### config.mk
export PLATFORM = sky130hd
export DESIGN_NAME = boot_rd_ctrl
export DESIGN_NICKNAME = d
export VERILOG_FILES = /design/src/rtl/boot_rd_pkg.sv /design/src/rtl/boot_crc16.sv /design/src/rtl/boot_timer.sv /design/src/rtl/boot_deser.sv /design/src/rtl/boot_rd_ctrl.sv
export SDC_FILE = /design/constraint.sdc
export NUM_CORES = 1
export LEC_CHECK = 0
export ABC_AREA = 1
export ABC_CLOCK_PERIOD_IN_PS = 3500
export BUFFER_PORTS_ARGS = -buffer_cell sky130_fd_sc_hd__buf_2
export CAP_MARGIN = 5
export CORE_ASPECT_RATIO = 0.6
export CORE_MARGIN = 3
export CORE_UTILIZATION = 60
export DETAILED_ROUTE_END_ITERATION = 6
export GPL_TIMING_DRIVEN = 0
export PLACE_DENSITY = 0.81
export RECOVER_POWER = 50
export SLEW_MARGIN = 20
export SYNTH_ARGS = -nofsm -noshare
export SYNTH_HDL_FRONTEND = slang
export SYNTH_SLANG_ARGS = --single-unit
export TNS_END_PERCENT = 100
### constraint.sdc
create_clock -name clk_i -period 3.5 [get_ports clk_i]
set_clock_uncertainty 0.2 [all_clocks]
set_input_delay 0.35 -clock clk_i [delete_from_list [all_inputs] [get_ports clk_i]]
set_output_delay 0.35 -clock clk_i [all_outputs]
set_load 0.01 [all_outputs]
### src/rtl/boot_rd_pkg.sv
package boot_rd_pkg;
  typedef enum logic [3:0] {
    ST_IDLE, ST_ACK_WAIT, ST_ACK_BITS, ST_BLK_WAIT,
    ST_DATA, ST_CRC, ST_END, ST_DONE, ST_ERR
  } boot_st_e;

  localparam logic [15:0] CRC_POLY = 16'h1021;
endpackage

### src/rtl/boot_crc16.sv
module boot_crc16
  import boot_rd_pkg::*;
(
  input  logic        clk_i,
  input  logic        rst_ni,
  input  logic        clr_i,
  input  logic        en_i,
  input  logic        bit_i,
  output logic [15:0] crc_o
);
  logic [15:0] crc_q;
  logic        fb;

  assign fb    = bit_i ^ crc_q[15];
  assign crc_o = crc_q;

  always_ff @(posedge clk_i or negedge rst_ni) begin
    if (!rst_ni)     crc_q <= '0;
    else if (clr_i)  crc_q <= '0;
    else if (en_i)   crc_q <= {crc_q[14:0], 1'b0} ^ (fb ? CRC_POLY : 16'h0000);
  end
endmodule

### src/rtl/boot_timer.sv
module boot_timer #(
  parameter int W = 16
) (
  input  logic         clk_i,
  input  logic         rst_ni,
  input  logic         clr_i,
  input  logic         inc_i,
  input  logic [W-1:0] limit_i,
  output logic         expire_o
);
  logic [W-1:0] cnt_q;

  // expires on the tick that would make the count reach the limit
  assign expire_o = inc_i && (({1'b0, cnt_q} + (W+1)'(1)) >= {1'b0, limit_i});

  always_ff @(posedge clk_i or negedge rst_ni) begin
    if (!rst_ni)     cnt_q <= '0;
    else if (clr_i)  cnt_q <= '0;
    else if (inc_i)  cnt_q <= cnt_q + W'(1);
  end
endmodule

### src/rtl/boot_deser.sv
module boot_deser #(
  parameter int W = 8
) (
  input  logic         clk_i,
  input  logic         rst_ni,
  input  logic         clr_i,
  input  logic         en_i,
  input  logic         bit_i,
  output logic         last_o,
  output logic [W-1:0] byte_o,
  output logic         vld_o
);
  localparam int CW = (W > 1) ? $clog2(W) : 1;

  logic [CW-1:0] cnt_q;
  logic [W-2:0]  sh_q;
  logic [W-1:0]  byte_q;
  logic          vld_q;

  assign last_o = en_i && (cnt_q == CW'(W-1));
  assign byte_o = byte_q;
  assign vld_o  = vld_q;

  always_ff @(posedge clk_i or negedge rst_ni) begin
    if (!rst_ni) begin
      cnt_q  <= '0;
      sh_q   <= '0;
      byte_q <= '0;
      vld_q  <= 1'b0;
    end else begin
      vld_q <= last_o;
      if (last_o) byte_q <= {sh_q, bit_i};
      if (clr_i) begin
        cnt_q <= '0;
      end else if (en_i) begin
        cnt_q <= last_o ? '0 : cnt_q + CW'(1);
        sh_q  <= {sh_q[W-3:0], bit_i};
      end
    end
  end

  p_vld_needs_tick_r3: assert property (@(posedge clk_i) disable iff (!rst_ni)
    vld_o |-> $past(en_i));
endmodule

### src/rtl/boot_rd_ctrl.sv
module boot_rd_ctrl
  import boot_rd_pkg::*;
#(
  parameter int BLK_BYTES = 512,
  parameter int CNT_W     = 8,
  parameter int TO_W      = 16
) (
  input  logic             clk_i,
  input  logic             rst_ni,
  input  logic             start_i,
  input  logic             ack_en_i,
  input  logic [CNT_W-1:0] blk_cnt_i,
  input  logic [TO_W-1:0]  timeout_i,
  input  logic             boot_end_i,
  input  logic             clk_en_i,
  input  logic             dat0_i,
  output logic             cmd_o,
  output logic [7:0]       data_o,
  output logic             rxrdy_o,
  output logic             done_o,
  output logic             err_o
);
  localparam int BYTE_W = (BLK_BYTES > 1) ? $clog2(BLK_BYTES) : 1;

  boot_st_e          state_q, state_d;
  logic [CNT_W-1:0]  left_q;
  logic [BYTE_W-1:0] byte_q;
  logic [3:0]        bit_q;

  logic        in_wait, to_inc, to_exp;
  logic        ds_en, ds_last;
  logic        crc_en, crc_clr;
  logic [15:0] crc_val;
  logic        end_ok;

  assign in_wait = (state_q == ST_ACK_WAIT) || (state_q == ST_BLK_WAIT);
  assign to_inc  = in_wait && clk_en_i && dat0_i;
  assign ds_en   = clk_en_i && (state_q == ST_DATA);
  assign crc_en  = clk_en_i && ((state_q == ST_DATA) || (state_q == ST_CRC));
  assign crc_clr = (state_q == ST_BLK_WAIT);
  assign end_ok  = dat0_i && (crc_val == 16'h0000);

  boot_timer #(.W(TO_W)) u_timer (
    .clk_i   (clk_i),
    .rst_ni  (rst_ni),
    .clr_i   (!in_wait),
    .inc_i   (to_inc),
    .limit_i (timeout_i),
    .expire_o(to_exp)
  );

  boot_deser #(.W(8)) u_deser (
    .clk_i (clk_i),
    .rst_ni(rst_ni),
    .clr_i (state_q != ST_DATA),
    .en_i  (ds_en),
    .bit_i (dat0_i),
    .last_o(ds_last),
    .byte_o(data_o),
    .vld_o (rxrdy_o)
  );

  boot_crc16 u_crc (
    .clk_i (clk_i),
    .rst_ni(rst_ni),
    .clr_i (crc_clr),
    .en_i  (crc_en),
    .bit_i (dat0_i),
    .crc_o (crc_val)
  );

  always_comb begin
    state_d = state_q;
    if (boot_end_i) begin
      state_d = ST_IDLE;
    end else begin
      unique case (state_q)
        ST_IDLE: if (start_i) begin
          if (ack_en_i)              state_d = ST_ACK_WAIT;
          else if (blk_cnt_i == '0)  state_d = ST_DONE;
          else                       state_d = ST_BLK_WAIT;
        end
        ST_ACK_WAIT: if (clk_en_i) begin
          if (!dat0_i)     state_d = ST_ACK_BITS;
          else if (to_exp) state_d = ST_ERR;
        end
        ST_ACK_BITS: if (clk_en_i) begin
          // expected sequence after start bit: 0,1,0,1 == bit index LSB
          if (dat0_i != bit_q[0]) state_d = ST_ERR;
          else if (bit_q == 4'd3) state_d = (left_q == '0) ? ST_DONE : ST_BLK_WAIT;
        end
        ST_BLK_WAIT: if (clk_en_i) begin
          if (!dat0_i)     state_d = ST_DATA;
          else if (to_exp) state_d = ST_ERR;
        end
        ST_DATA: if (ds_last && (byte_q == BYTE_W'(BLK_BYTES-1))) state_d = ST_CRC;
        ST_CRC:  if (clk_en_i && (bit_q == 4'd15)) state_d = ST_END;
        ST_END: if (clk_en_i) begin
          if (!end_ok)                     state_d = ST_ERR;
          else if (left_q == CNT_W'(1))    state_d = ST_DONE;
          else                             state_d = ST_BLK_WAIT;
        end
        ST_DONE: state_d = ST_DONE;
        ST_ERR:  state_d = ST_ERR;
        default: state_d = ST_IDLE;
      endcase
    end
  end

  always_ff @(posedge clk_i or negedge rst_ni) begin
    if (!rst_ni) begin
      state_q <= ST_IDLE;
      left_q  <= '0;
      byte_q  <= '0;
      bit_q   <= '0;
    end else begin
      state_q <= state_d;
      if (state_q == ST_IDLE && start_i && !boot_end_i) left_q <= blk_cnt_i;
      else if (state_q == ST_END && clk_en_i && end_ok && !boot_end_i) left_q <= left_q - CNT_W'(1);

      if (state_q != ST_DATA) byte_q <= '0;
      else if (ds_last)       byte_q <= byte_q + BYTE_W'(1);

      if (state_d != state_q) bit_q <= '0;
      else if (clk_en_i && (state_q == ST_ACK_BITS || state_q == ST_CRC)) bit_q <= bit_q + 4'd1;
    end
  end

  assign cmd_o  = (state_q == ST_IDLE);
  assign done_o = (state_q == ST_DONE);
  assign err_o  = (state_q == ST_ERR);

  p_start_low_r2: assert property (@(posedge clk_i) disable iff (!rst_ni)
    (cmd_o && start_i && !boot_end_i) |=> !cmd_o);
  p_cmd_hold_r2: assert property (@(posedge clk_i) disable iff (!rst_ni)
    (!cmd_o && !boot_end_i) |=> !cmd_o);
  p_release_r2: assert property (@(posedge clk_i) disable iff (!rst_ni)
    boot_end_i |=> (cmd_o && !done_o && !err_o));
  p_one_shot_r6: assert property (@(posedge clk_i) disable iff (!rst_ni)
    rxrdy_o |=> !rxrdy_o);
  p_done_hold_r9: assert property (@(posedge clk_i) disable iff (!rst_ni)
    (done_o && !boot_end_i) |=> done_o);
  p_no_rx_in_err_r10: assert property (@(posedge clk_i) disable iff (!rst_ni)
    err_o |-> !rxrdy_o);
endmodule

==> results.tsv <==
stage	metric	value	unit
worst_setup_path	cp_max_fo	5	
worst_setup_path	crit_top_cell	nand2_1	
sta	finalHoldViolations	0	
logic_synthesis	netlist_area	4473	sq um
placement	placed_area	4833	sq um
grt	grt.overflow.total	0	
die	fp.dieW	117.5	um
cells_and_area	layout_common_cells	123 x nand2_1, 97 x inv_1, 75 x dfrtp_1, 44 x nor2_1, 39 x buf_2	
sta	max_slew_margin	9.027	%
grt	grt_pass1_vias	3738	
grt	grt_max_degree	58	
drt	drtAntennaViolNets	0	
die	dieArea	8561	sq um
cells_and_area	fin_area	5265	sq um
logic_synthesis	syn-num-nets	645	
die	row_count	23	
sta	rsz0062_at_grt	yes	
grt	antenna_found_initial	0	
logic_synthesis	syn_avg_cell_area	7.581	sq um
logic_synthesis	postSynth.asyncResetShare	100.0	%
clocking	clock_sinks	76	
sta	maxSlewViolCount	0	
hold_path	hold_path.class	input port to flop	
status	status	complete, no violations	
clocking	clk_pin_slew	50	ps
logic_synthesis	synth_edf_count	0	
cells_and_area	layout_commonest_cell	nand2_1	
worst_setup_path	critPathMaxStageDelay	410	ps
logic_synthesis	synth-xor-area-share	3.720	%
job	cap_violations	0	
worst_setup_path	critPathArrivalTime	3520	ps
power	p_per_area	475.6	nW/um^2
worst_setup_path	slowest_stage	dfrtp_2	
drt	remaining_drc_errors	0	
drt	first_iter_violations	398	
cells_and_area	nets	707	
cells_and_area	drive_gt1_share	18.26	%
clocking	cts_tree	done	
sta	worstMarginPinSlew	1365	ps
logic_synthesis	synthTopCellsByArea	dfrtp_1 43%, nand2_1 11%, inv_1 8.1%	
sta	fin_tns_setup	0	ps
grt	grt_pass1_wl	17020	um
worst_setup_path	critPathLaunchType	flop	
die	fp.dieH	72.88	um
drt	wl_per_cell	13.73	um
logic_synthesis	synth_top_area_share	42.52	%
cells_and_area	syn_to_final_growth	17.71	%
drt	first_pass_iters	5	
worst_setup_path	endpoint_kind	flop	
sta	setup_viol	0	
grt	grt.total_usage	25.01	%
clocking	cts_buffer_depth	2	
logic_synthesis	yosysSeqAreaShare	42.52	%
die	core_area	6935	sq um
logic_synthesis	synthSimpleGateAreaFrac	22.77	%
worst_setup_path	crit_type	flop to flop	
logic_synthesis	syn_inst	590	
logic_synthesis	ys_ff_latch	76	
sta	fmax	0.2907	GHz
placement	dp_cells	732	
logic_synthesis	synth_top_flop_cell	dfrtp_1	
die	ios	43	
worst_setup_path	critPathBufInv	2	
logic_synthesis	synthMuxAreaShare	0.2238	%
cells_and_area	fill_cells	511	
logic_synthesis	yosys_warnings	0	
clocking	numCtsBuffers	9	
logic_synthesis	synth_compound_area_share	12.70	%
logic_synthesis	ys_types	38	
placement	gp_congestion	0.9360	
placement	port_buffers	41	
die	initial_core_util	64.50	%
drt	wl	10400	um
sta	fin_crit	3440	ps
sta	period_share	98.29	%
logic_synthesis	synthAdderAreaFrac	6.713	%
power	peakVddDrop	0.3445	mV
clocking	clk_latency	350	ps
cells_and_area	fin_cells	757	
logic_synthesis	synth_top_family_by_area	simple AND/OR/NAND/NOR gates	
power	p_leak	2.769	nW
cells_and_area	antenna_cells	0	
worst_setup_path	crit_family	simple AND/OR/NAND/NOR gates	
worst_setup_path	required	3580	ps
clocking	htreeDepth	3	
logic_synthesis	yosysTopAreaCell	dfrtp_1	
clocking	clockRootBuffer	clkbuf_16	
placement	place_hpwl	7564	um
drt	viasPerCell	5.299	
drt	via_count	4011	
synthesized netlist by cell type, types with 16 or more instances:
master,number
nand3_1,19
inv_1,97
nand2_1,132
inv_2,25
dfrtp_1,76
o22ai_1,27
ha_1,24
o21ai_0,39
xor2_1,16
nor2_1,51
a21oi_1,16
path summary, 6_finish.rpt:
kind	start	endpoint	slack (ps)	cells after the start
worst max-delay path	u_timer.cnt_q[0]	bit_q[3]	60	26
worst min-delay path	boot_end_i	state_q[3]	30	2
worst max register to register	u_timer.cnt_q[0]	bit_q[3]	60	26
worst min register to register	u_deser.byte_o[2]	u_deser.byte_o[2]	280	2
max in group asynchronous	rst_ni	u_timer.cnt_q[0]	650	3
min in group asynchronous	rst_ni	u_crc.crc_o[9]	480	2
sequential cells by signal (all words and copies together), names as in the netlist:
name and flops:
u_crc.crc_o 16, byte_q 9, state_q 4, u_deser.cnt_q 3, u_deser.byte_o 8, bit_q 4
left_q 8, u_timer.cnt_q 16, u_deser.sh_q 7, u_deser.vld_o 1
area by class of cell:
cell class / instances / area (sq um) / share of cell area [%]
Clock inverter: 5 / 60.06 / 1.141
Buffer: 11 / 45.04 / 0.8555
Multi-Input combinational cell: 380 / 2152 / 40.87
Timing Repair Buffer: 51 / 274.0 / 5.204
Clock buffer: 11 / 242.7 / 4.610
Sequential cell: 76 / 1903 / 36.15
Inverter: 123 / 462.9 / 8.793
Tap cell: 100 / 125.1 / 2.376
worst reg2reg max path, delay by kind of cell (launching register included):
kind	cells	cell delay, ps
AND/OR/NAND/NOR	21	2010
adder cells (fa/ha/maj)	2	480
flip-flops	1	410
AO/OA/AOI/OAI	1	170
buffers and inverters	2	100
stage by stage:
step	setup WS [ps]	hold slack (ps)	utilization, %	total power, mW
floorplan	564.9	-145.6	-	1.397
global placement	-124.4	258.1	69.26	1.518
detailed placement	-220.4	48.38	69.69	1.545
CTS	66.39	22.96	74.54	2.490
global route	-226.5	49.56	75.92	2.629
finish	59.75	29.56	75.92	2.504
routing by layer:
metal | part of all wire [%] | routed length, um | track usage, % | vias up
li1 | - | - | - | 2009
met1 | 48 | 4971 | 35.53 | 1876
met2 | 45 | 4631 | 38.36 | 112
met3 | 6.3 | 654 | 6.119 | 14
met4 | 1.3 | 138 | 8.182 | 0
met5 | 0 | 0 | 0 | -
power by group:
group          leakage, nW  switching [mW]  total, mW  internal [mW]
logic                 1.60           0.338      0.523          0.185
clock network        0.146           0.357      0.930          0.573
registers             1.02          0.0705       1.05          0.980
cell families (layout without fill, tap and decap cells):
group / Yosys count / in the layout
AOI/OAI and AO/OA: 101 / 101
muxes: 1 / 1
adders and majority gates: 24 / 24
buffers and inverters: 134 / 201
xor gates and xnor gates: 19 / 19
and+or+nand+nor: 235 / 235
DFF: 76 / 76
repair_timing:
item,CTS,global route
hold endpoints to repair,19,0
gates resized for setup,7,18
buffers inserted,0,8
endpoints found under the setup margin,4,6
hold buffers,1,0
pin swaps,0,15
(Power assumes the default switching activity.)
